`src/rtl/nvm_clkdiv_pkg.sv`:
```
package nvm_clkdiv_pkg;
  // timer state
  typedef enum logic {
    TMR_IDLE = 1'b0,
    TMR_RUN  = 1'b1
  } tmr_state_e;

  // fixed prescale ratio is 2**PRE_LOG2; helper for the all-ones count
  function automatic int unsigned pre_last(input int unsigned log2);
    return (1 << log2) - 1;
  endfunction
endpackage

```
`src/rtl/nvm_cfg_reg.sv`:
```
module nvm_cfg_reg #(
  parameter int DIV_W = 6,
  localparam int REG_W = DIV_W + 2
) (
  input  logic             clk,
  input  logic             rst_n,
  input  logic             wr_en,
  input  logic [REG_W-1:0] wr_data,
  input  logic             busy,
  input  logic             done,
  output logic [REG_W-1:0] rd_data,
  output logic             loaded,
  output logic             prescale,
  output logic [DIV_W-1:0] divisor,
  output logic             restart
);
  logic             loaded_q, pre_q, pend_v, pend_pre;
  logic [DIV_W-1:0] div_q, pend_div;
  logic             direct_wr, deferred_wr, flush;

  always_comb begin
    direct_wr   = wr_en && !busy;
    deferred_wr = wr_en && busy;
    flush       = done && pend_v && !direct_wr;
    restart     = direct_wr || flush;
  end

  always_ff @(posedge clk or negedge rst_n) begin
    if (!rst_n) begin
      loaded_q <= 1'b0;
      pre_q    <= 1'b0;
      div_q    <= '0;
      pend_v   <= 1'b0;
      pend_pre <= 1'b0;
      pend_div <= '0;
    end else begin
      if (direct_wr) begin
        loaded_q <= 1'b1;
        pre_q    <= wr_data[DIV_W];
        div_q    <= wr_data[DIV_W-1:0];
        pend_v   <= 1'b0;
      end else if (flush) begin
        pre_q  <= pend_pre;
        div_q  <= pend_div;
        pend_v <= 1'b0;
      end
      if (deferred_wr) begin
        pend_v   <= 1'b1;
        pend_pre <= wr_data[DIV_W];
        pend_div <= wr_data[DIV_W-1:0];
      end
    end
  end

  assign loaded   = loaded_q;
  assign prescale = pre_q;
  assign divisor  = div_q;
  assign rd_data  = {loaded_q, pre_q, div_q};

  a_r2_flag_sticky: assert property (@(posedge clk) disable iff (!rst_n)
    loaded_q |=> loaded_q);
  a_r9_pending_only_in_op: assert property (@(posedge clk) disable iff (!rst_n)
    pend_v |-> (busy || done));
  a_r9_cfg_frozen_busy: assert property (@(posedge clk) disable iff (!rst_n)
    (busy && $past(busy)) |-> ($stable(div_q) && $stable(pre_q)));
endmodule

```
`src/rtl/nvm_tick_gen.sv`:
```
module nvm_tick_gen #(
  parameter int DIV_W    = 6,
  parameter int PRE_LOG2 = 3
) (
  input  logic             clk,
  input  logic             rst_n,
  input  logic             enable,
  input  logic             restart,
  input  logic             prescale,
  input  logic [DIV_W-1:0] divisor,
  output logic             tick
);
  logic             pre_tick;
  logic [DIV_W-1:0] div_cnt;
  logic             tick_q;

  generate
    if (PRE_LOG2 > 0) begin : g_pre
      logic [PRE_LOG2-1:0] pre_cnt;
      always_ff @(posedge clk or negedge rst_n) begin
        if (!rst_n)       pre_cnt <= '0;
        else if (restart) pre_cnt <= '0;
        else if (prescale) pre_cnt <= pre_cnt + 1'b1;
      end
      assign pre_tick = prescale
        ? (pre_cnt == PRE_LOG2'(nvm_clkdiv_pkg::pre_last(PRE_LOG2))) : 1'b1;
    end else begin : g_nopre
      assign pre_tick = 1'b1;
    end
  endgenerate

  always_ff @(posedge clk or negedge rst_n) begin
    if (!rst_n) begin
      div_cnt <= '0;
      tick_q  <= 1'b0;
    end else if (restart) begin
      div_cnt <= '0;
      tick_q  <= 1'b0;
    end else begin
      tick_q <= enable && pre_tick && (div_cnt == divisor);
      if (pre_tick) div_cnt <= (div_cnt == divisor) ? '0 : div_cnt + 1'b1;
    end
  end

  assign tick = tick_q;

  a_r4_div_cnt_bound: assert property (@(posedge clk) disable iff (!rst_n)
    div_cnt <= divisor);
  a_r4_tick_single: assert property (@(posedge clk) disable iff (!rst_n)
    (tick && (prescale || divisor != '0)) |=> !tick);
endmodule

```
`src/rtl/nvm_op_timer.sv`:
```
module nvm_op_timer #(
  parameter int CNT_W = 16
) (
  input  logic             clk,
  input  logic             rst_n,
  input  logic             start,
  input  logic [CNT_W-1:0] count,
  input  logic             loaded,
  input  logic             tick,
  output logic             busy,
  output logic             done,
  output logic             err
);
  import nvm_clkdiv_pkg::*;

  tmr_state_e       st_q;
  logic [CNT_W-1:0] rem_q;
  logic             done_q, err_q, accept, refuse;

  always_comb begin
    accept = start && loaded && (st_q == TMR_IDLE) && (count != '0);
    refuse = start && !accept;
  end

  always_ff @(posedge clk or negedge rst_n) begin
    if (!rst_n) begin
      st_q   <= TMR_IDLE;
      rem_q  <= '0;
      done_q <= 1'b0;
      err_q  <= 1'b0;
    end else begin
      done_q <= 1'b0;
      err_q  <= refuse;
      if (accept) begin
        st_q  <= TMR_RUN;
        rem_q <= count;
      end else if (st_q == TMR_RUN && tick) begin
        if (rem_q == CNT_W'(1)) begin
          st_q   <= TMR_IDLE;
          rem_q  <= '0;
          done_q <= 1'b1;
        end else begin
          rem_q <= rem_q - 1'b1;
        end
      end
    end
  end

  assign busy = (st_q == TMR_RUN);
  assign done = done_q;
  assign err  = err_q;

  a_r10_done_one_cycle: assert property (@(posedge clk) disable iff (!rst_n)
    done |=> !done);
  a_r7_done_ends_busy: assert property (@(posedge clk) disable iff (!rst_n)
    done |-> (!busy && $past(busy)));
  a_r8_err_needs_start: assert property (@(posedge clk) disable iff (!rst_n)
    err |-> $past(start));
  a_r8_busy_needs_loaded: assert property (@(posedge clk) disable iff (!rst_n)
    busy |-> loaded);
  a_r7_rem_live: assert property (@(posedge clk) disable iff (!rst_n)
    busy |-> (rem_q != '0));
endmodule

```
`src/rtl/nvm_clkdiv.sv`:
```
module nvm_clkdiv #(
  parameter int DIV_W    = 6,
  parameter int PRE_LOG2 = 3,
  parameter int CNT_W    = 16,
  localparam int REG_W   = DIV_W + 2
) (
  input  logic             clk,
  input  logic             rst_n,
  input  logic             cfg_wr_en,
  input  logic [REG_W-1:0] cfg_wr_data,
  output logic [REG_W-1:0] cfg_rd_data,
  input  logic             op_start,
  input  logic [CNT_W-1:0] op_pulses,
  output logic             op_busy,
  output logic             op_done,
  output logic             op_error,
  output logic             nvm_tick
);
  logic             loaded, prescale, restart, tick, busy, done;
  logic [DIV_W-1:0] divisor;

  nvm_cfg_reg #(.DIV_W(DIV_W)) u_cfg (
    .clk(clk), .rst_n(rst_n), .wr_en(cfg_wr_en), .wr_data(cfg_wr_data),
    .busy(busy), .done(done), .rd_data(cfg_rd_data), .loaded(loaded),
    .prescale(prescale), .divisor(divisor), .restart(restart)
  );

  nvm_tick_gen #(.DIV_W(DIV_W), .PRE_LOG2(PRE_LOG2)) u_tick (
    .clk(clk), .rst_n(rst_n), .enable(loaded), .restart(restart),
    .prescale(prescale), .divisor(divisor), .tick(tick)
  );

  nvm_op_timer #(.CNT_W(CNT_W)) u_tmr (
    .clk(clk), .rst_n(rst_n), .start(op_start), .count(op_pulses),
    .loaded(loaded), .tick(tick), .busy(busy), .done(done), .err(op_error)
  );

  assign op_busy  = busy;
  assign op_done  = done;
  assign nvm_tick = tick;

  a_r3_no_tick_unloaded: assert property (@(posedge clk) disable iff (!rst_n)
    !loaded |-> !nvm_tick);
endmodule

```
`config.mk`:
```
export PLATFORM = sky130hd
export DESIGN_NAME = nvm_clkdiv
export DESIGN_NICKNAME = d
export VERILOG_FILES = /design/src/rtl/nvm_clkdiv_pkg.sv /design/src/rtl/nvm_cfg_reg.sv /design/src/rtl/nvm_tick_gen.sv /design/src/rtl/nvm_op_timer.sv /design/src/rtl/nvm_clkdiv.sv
export SDC_FILE = /design/constraint.sdc
export NUM_CORES = 1
export LEC_CHECK = 0
export BUFFER_PORTS_ARGS = -buffer_cell sky130_fd_sc_hd__clkbuf_2
export CORE_MARGIN = 5
export CORE_UTILIZATION = 45
export CTS_CLUSTER_SIZE = 25
export DETAILED_ROUTE_END_ITERATION = 16
export PLACE_DENSITY = 0.76
export SLEW_MARGIN = 20
export SYNTH_ARGS = -nofsm -noshare
export SYNTH_HDL_FRONTEND = slang
export SYNTH_SLANG_ARGS = --single-unit
```
`constraint.sdc`:
```
create_clock -name clk -period 3.1 [get_ports clk]
set_input_delay 0.31 -clock clk [delete_from_list [all_inputs] [get_ports clk]]
set_output_delay 0.31 -clock clk [all_outputs]
set_load 0.01 [all_outputs]
```
# After elaboration in Yosys (flattened, before gate mapping)
# Index checks and enable logic that the tools add are counted.
[totals] register_bits=45 inputBits=28 out_inout_bits=12 word_cells=66
[op_classes] n_addsub=3 eq_ne=3 mux=23 n_bitwise=1 reduce_logical=23
[ops] op="$mux W16" count=3
[ops] op="$mux W6" count=5
[ops] op="$eq A16 B1 Y1 const B" count=1
[ops] op="$reduce_bool A16 Y1" count=1
[ops] op="$sub A16 B1 Y16 const B" count=1
[ops] op="$mux W1" count=13
[ops] op="$logic_and A1 B1 Y1" count=11
[ops] op="$reduce_bool A2 Y1" count=5
[ops] op="$add A6 B1 Y6 const B" count=1
[ops] op="$eq A6 B6 Y1" count=1
[ops] op="$mux W3" count=2
[ops] op="$add A3 B1 Y3 const B" count=1
[ops] op="$eq A3 B3 Y1 const B" count=1
[ops] op="$logic_not A1 Y1" count=3
[ops] op="$reduce_bool A3 Y1" count=1
[ops] op="$reduce_and A2 Y1" count=1
[ops] op="$logic_or A1 B1 Y1" count=1
[ops] op="$not A1 Y1" count=1

# Depth between registers and ports, before layout
# Gate-level depths: netlist of the first run.
[logic_depth] depth_word=7 ltp_mapped=7 ltp_nobuf=7

# Hierarchy
# From an unflattened synthesis of the first run, not the netlist that was laid out.
[unflattened] cells_unflattened=278 hier_area_um2=2802.7
[modules_own_cells] module="nvm_op_timer" instances=1 cells_per_inst=155 area_each_um2=1383.8 seq_area_each_um2=475.5
[modules_own_cells] module="nvm_cfg_reg" instances=1 cells_per_inst=72 area_each_um2=842.1 seq_area_each_um2=400.4
[modules_own_cells] module="nvm_tick_gen" instances=1 cells_per_inst=51 area_each_um2=576.8 seq_area_each_um2=250.2

# Worst setup path before layout of the first run
# OpenSTA, ideal clock, no wires.
[synth_timing] kind="reg-to-reg" startpoint="register u_tmr.rem_q[0]" endpoint="register u_tmr.rem_q[12]" setup_ns=0.131 arrival_time_ns=2.012 required_ns=2.969 path_slack_ns=0.957 stages_incl_launch_ff=7 n_path_buf=0 synth_period_minus_slack_ns=2.143 cell_sequence="dfrtp_1 inv_1 ha_1 or3b_2 or2_1 o311a_1 or3_1"
[synth_between] elab_chain_len=4 word_cells_on_any_way=5 cone_classes="1 x add/sub; 1 x eq/ne; 3 x mux"
[synth_lines] item="from (decl)" line="nvm_op_timer.sv:17" source="logic [CNT_W-1:0] rem_q;"
[synth_lines] item="from (signal assigned)" line="nvm_op_timer.sv:36" source="rem_q <= count;"
[synth_lines] item="from (signal assigned)" line="nvm_op_timer.sv:43" source="rem_q <= rem_q - 1'b1;"
[synth_lines] item="$sub A16 B1 Y16 or $eq A16 B1 Y1 (tied branches)" line="nvm_op_timer.sv:43, nvm_op_timer.sv:38"
[synth_lines] item="$mux W16 *" line="nvm_op_timer.sv:38" source="if (rem_q == CNT_W'(1)) begin"
[synth_lines] item="$mux W16 *" line="nvm_op_timer.sv:37" source="end else if (st_q == TMR_RUN && tick) begin"
[synth_lines] item="$mux W16 *" line="nvm_op_timer.sv:34" source="if (accept) begin"
# Every way passes the cells marked *; elsewhere a longest branch is shown, timed or not. The select of a mux whose other input is x is not followed.
# A chain may end at the register's enable or synchronous reset.

# Final worst setup path of the first run
# Ends and elaborated chain as after synthesis.

==> flow_summary.ini, run 1 <==
[critical_path]
cp.required_ps = 3290
crit_chain = inv_1 > ha_1 > or3b_2 > or2_1 > o311a_1 > or3_1
max_stage_delay_ps = 540
worstSetupPathType = reg2reg
crit_slowest_cell = or3b_2
crit_path_start_kind = flop
cp_max_fo = 7
crit_family = simple AND/OR/NAND/NOR gates
cp-end-kind = flop
crit_buf_inv = 1
cp.arrival_ps = 2520

[run]
drv_cap = 0

[final_layout]
final_design_area_no_fill_um2 = 2790
drive_above_1_share_pct = 19.1
diodes = 0
layout_commonest_cell = dfrtp_1
layout.nets = 320
mostFrequentLayoutCells = dfrtp_1 (45), clkbuf_2 (38), nand2_1 (31)
syn_to_final_growth_pct = 14.9

[drt]
firstDrtPassIters = 6
routed_wl_mm = 5.72
num_vias = 2086
detail-route-antenna-nets = 0
vias_per_cell = 5.83
drtIter0Drc = 272
route.detailed.drc = 0
wl_per_cell_um = 16.0

[yosys]
ys_ff_latch = 45
yosys.area.top_type = dfrtp_1
synthMuxAreaShare_pct = 7.36
synth-simple-area-share_pct = 23.7
yosysUniqueCellTypes = 46
synth-compound-area-share_pct = 14.6
yosysSeqAreaShare_pct = 46.3
yosysTopAreaCellShare_pct = 46.3
synth_xor_area_share_pct = 2.88
syn_area_per_cell_um2 = 9.80
syn-num-nets = 281
yosys_warnings = 0
synth_fa_ha_area_share_pct = 2.57
syn-cell-area_um2 = 2430
syn_inst = 248
netlist_top_cells_area = dfrtp_1 (46%), nand2_1 (4.8%), mux2i_1 (4.1%), mux2_1 (3.2%), nand3_1 (2.7%)
synth_top_family_by_area = simple AND/OR/NAND/NOR gates

[status]
violations = negative hold slack
status = complete, but fails checks

[timing]
setup_viol = 0
finalMaxSlewViolations = 0
rsz0062_at_grt = no
finalCriticalPeriod_ps = 2330
fmax_mhz = 429
worstMarginPinSlew_ps = 830
fin_skew_ps = 7.75
hold_slack_ps = -6.25
max_slew_margin_pct = 44.7
finalHoldViolations = 10
finalSetupTns_ps = 0
min_period_over_period_pct = 75.2

[die]
fp-row-count = 26
io_pins = 40
initial_core_util_pct = 47.0
die_w_um = 83.5
die_y_um = 83.5
fp.dieArea_um2 = 6970
core_um2 = 5170

[power]
ir_drop_uv = 261
p_int_mw = 1.08
power_mw = 1.64
leakage_nw = 1.21
cellPowerDensity_nw_per_um2 = 588
comb_power_share_pct = 23.0
power_switching_mw = 0.566
p_clk_share_pct = 24.4
seq_power_share_pct = 52.6
swShare_pct = 34.5

[clock_network]
clkSlewWorstSetupHoldPaths_ps = 100
cts.sinks = 45
cts_made_buffers = 5
cts.path.max_buffers = 2
cts_resized = 0
holdBufCountCts = 0
htreeDepth = 2
cts_setup_buffers = 0
clock_latency_ps = 310
tritoncts = done
root_buffer = clkbuf_8

[placed_design]
placed_area_um2 = 2690
dp_hpwl_mm = 4.17
portBuffers = 38
gp_congestion = 0.914

[global_route]
grt_pass1_vias = 1987
grt.total_usage_pct = 16.7
grt_start_max_net_pins = 25
gr-total-overflow = 0
grt_pass1_wl_mm = 9.48
antenna_found_initial = 0

[hold_path]
hp-class = in2async
synthesized netlist by cell type (all sizes together):
master   number
nor4         10
a31o          4
o2bb2ai       2
o22ai         2
a32oi         1
mux2          7
a2bb2oi       1
ha            5
o211ai        3
nor2         13
and3          4
inv           3
a32o          1
nor3          9
a22o          1
nor2b         3
clkbuf        7
or3b          1
o21ai        11
a21o          4
dfrtp        45
mux2i        10
nand2b        3
a221o         2
nand2        31
nor4b         1
a22oi         3
xor2          6
o221ai        3
a211o         1
a21oi        10
xnor2         2
buf           4
and2          4
nand3        13
or4           4
and4          1
o31ai         1
or3           3
nand4         5
or2           3
o311a         1
logic make-up after synthesis:
logic type / after synthesis
buffers and inverters: 14
and+or+nand+nor: 108
adders and majority gates: 5
DFF: 45
AOI/OAI and AO/OA: 51
xor gates and xnor gates: 8
muxes: 17
layer usage:
layer	share of wire (%)	wire length (µm)	GRT usage, %
met1	45	2550	22.9
met2	47	2700	26.2
met3	6.9	395	3.95
met4	1.1	65	5.26
met5	0	0	0
layout make-up:
| class | instances | area [µm²] |
|---|---|---|
| inverter | 3 | 11.3 |
| fill | 475 | 2380 |
| clock inverter | 3 | 28.8 |
| tap | 70 | 87.6 |
| multi-input combinational | 189 | 1240 |
| sequential | 45 | 1130 |
| timing repair buffer | 43 | 228 |
| clock buffer | 5 | 68.8 |
per-stage QoR:
stage          hold WS [ps]  worst slack (ps)  utilization [%]  cells
6_report              -6.25               769             54.0    358
2_1_floorplan          14.4               957                -    248
3_5_place_dp            361               810             52.1    350
5_1_grt                43.5               682             54.0    358
3_3_place_gp            339               847             52.1    350
4_1_cts                17.8               792             54.0    358
power by group through the flow:
stage	combinational (mW)	clock (mW)	sequential, mW
2_1_floorplan	0.303	0	0.828
5_1_grt	0.437	0.436	0.889
4_1_cts	0.381	0.411	0.859
3_5_place_dp	0.381	0	0.868
3_3_place_gp	0.356	0	0.865
6_report	0.377	0.401	0.863
registers in the layout, indices dropped and copies added (netlist names), 3 cells and up:
signal and cells:
u_tick.div_cnt 6, u_cfg.pend_div 6, u_tmr.rem_q 16, u_tick.g_pre.pre_cnt 3, u_cfg.divisor 6
path summary, 6_finish.rpt:
| kind | slack (ps) | cells after the start | to | startpoint |
|---|---|---|---|---|
| hold reg to reg | 500 | 1 | u_cfg.pend_div[5] | u_cfg.pend_div[5] |
| hold / removal | -6 | 1 | u_cfg.divisor[2] | rst_n |
| setup reg to reg | 770 | 6 | u_tmr.rem_q[12] | u_tmr.rem_q[0] |
| min in group clk | 220 | 2 | u_cfg.pend_div[5] | cfg_wr_data[5] |
| max in group asynchronous | 2380 | 2 | u_tmr.done | rst_n |
| setup / recovery | 770 | 6 | u_tmr.rem_q[12] | u_tmr.rem_q[0] |
(Power assumes the default switching activity.)
==> run 2: changes to the inputs <==
PLACE_DENSITY = 0.79   (was 0.76)
clock period = 2.11 ns   (was 3.1 ns; I/O delays follow)
==> flow_summary.ini, run 2 (synthesis results as in run 1) <==
[clock_network]
tritoncts = done
htreeDepth = 2
clkSlewWorstSetupHoldPaths_ps = 90
cts.path.max_buffers = 2
root_buffer = clkbuf_8
cts_made_buffers = 5
cts.sinks = 45
clock_latency_ps = 300

[final_layout]
largest_reg_flops = 16
drive_above_1_share_pct = 24.2
layout.nets = 338
fillerInstances = 435
syn_to_final_growth_pct = 21.7
layout_commonest_cell = dfrtp_1
diodes = 0
mostFrequentLayoutCells = dfrtp_1 (45), clkbuf_2 (38), nand2_1 (31)
regMostFlops = u_tmr.rem_q

[die]
fp-row-count = 26
die_y_um = 83.5
io_pins = 40
fp.dieArea_um2 = 6970
core_um2 = 5170
initial_core_util_pct = 47.0
die_w_um = 83.5

[timing]
finalMaxSlewViolations = 0
finalSetupTns_ps = 0
worstMarginPinSlew_ps = 604
setup_viol = 0
hold_slack_ps = 139
fmax_mhz = 486
fin_skew_ps = 3.68
max_slew_margin_pct = 59.3
rsz0062_at_grt = no
min_period_over_period_pct = 97.6
finalHoldViolations = 0
finalCriticalPeriod_ps = 2060

[critical_path]
timing.rr.start = u_tmr.rem_q[1]
cp-end-kind = flop
cp_max_fo = 3
cp.required_ps = 2290
max_stage_delay_ps = 400
crit_path_start_kind = flop
crit_chain = inv_1 > ha_2 > or3b_4 > or2_4 > o311a_1 > or3_1
crit_slowest_cell = dfrtp_1
cp.arrival_ps = 2240
worstSetupPathType = reg2reg
crit_start = u_tmr.rem_q[1]

[status]
status = complete, no violations

[power]
ir_drop_uv = 498
power_mw = 2.57
leakage_nw = 1.30
cellPowerDensity_nw_per_um2 = 870

[drt]
vias_per_cell = 5.77
wl_per_cell_um = 15.6
num_vias = 2168
detail-route-antenna-nets = 0
route.detailed.drc = 0
routed_wl_mm = 5.88
firstDrtPassIters = 4
drtIter0Drc = 247

[global_route]
grt_start_max_net_pins = 22
grt_pass1_wl_mm = 10.3
grt_pass1_vias = 2079
gr-total-overflow = 0
grt.total_usage_pct = 17.8
antenna_found_initial = 0

[hold_path]
hold_start = op_start
hp-class = in2reg

[placed_design]
gp_congestion = 0.937
portBuffers = 38
dp_hpwl_mm = 4.37

[run]
drv_cap = 0
-- run 2: critical path, delay by kind of cell (launching register included) --
kind | cells | cell delay, ps
buffers and inverters | 1 | 80
flip-flops | 1 | 400
adder cells (fa/ha/maj) | 1 | 180
AO/OA/AOI/OAI | 1 | 280
AND/OR/NAND/NOR | 3 | 1010
-- run 2: worst paths after layout --
kind | end | slack, ps | cells past startpoint
max | u_tmr.rem_q[12] | 50 | 6
min | u_tmr.err | 140 | 2
max reg2reg | u_tmr.rem_q[12] | 50 | 6
min reg2reg | u_cfg.pend_div[1] | 500 | 1
max in group asynchronous | u_tmr.err | 1120 | 3
min in group asynchronous | u_cfg.pend_div[4] | 410 | 2
-- run 2: final cells by class --
class | count | area, µm² | area share, %
inverters | 3 | 11.3 | 0.381
clock inverters | 3 | 50.0 | 1.69
repair buffers | 61 | 365 | 12.4
clock buffers | 5 | 68.8 | 2.33
flip-flops and latches | 45 | 1130 | 38.1
well taps | 70 | 87.6 | 2.96
multi-input cells | 189 | 1250 | 42.2
-- run 2: metrics by stage --
step | worst slack, ps | std cells | area, µm² | utilization, %
after floorplan | 66.1 | 248 | 2430 | -
after global placement | 42.8 | 366 | 2820 | 54.5
after detailed placement | 14.1 | 366 | 2820 | 54.5
after CTS | 41.0 | 376 | 2950 | 57.1
after global routing | 4.84 | 376 | 2960 | 57.2
final | 50.9 | 376 | 2960 | 57.2
-- run 2: repair_timing --
item                       4_1_cts  5_1_grt
hold endpoints to repair        17        0
setup buffers                    1        0
setup endpoints to repair        1        1
resized for setup                0        2
hold buffers                     1        0
-- run 2: report_power, final --
group / internal (mW) / switching (mW)
Sequential: 1.04 / 0.223
Clock: 0.363 / 0.317
Combinational: 0.334 / 0.298
-- run 2: metal layers --
layer	wire length, µm	track usage [%]	share of wire [%]	vias up
li1	-	-	-	1039
met1	2650	24.7	45	1051
met2	2810	28.4	48	72
met3	372	3.65	6.3	6
met4	48	4.53	0.82	0
met5	0	0	0	-
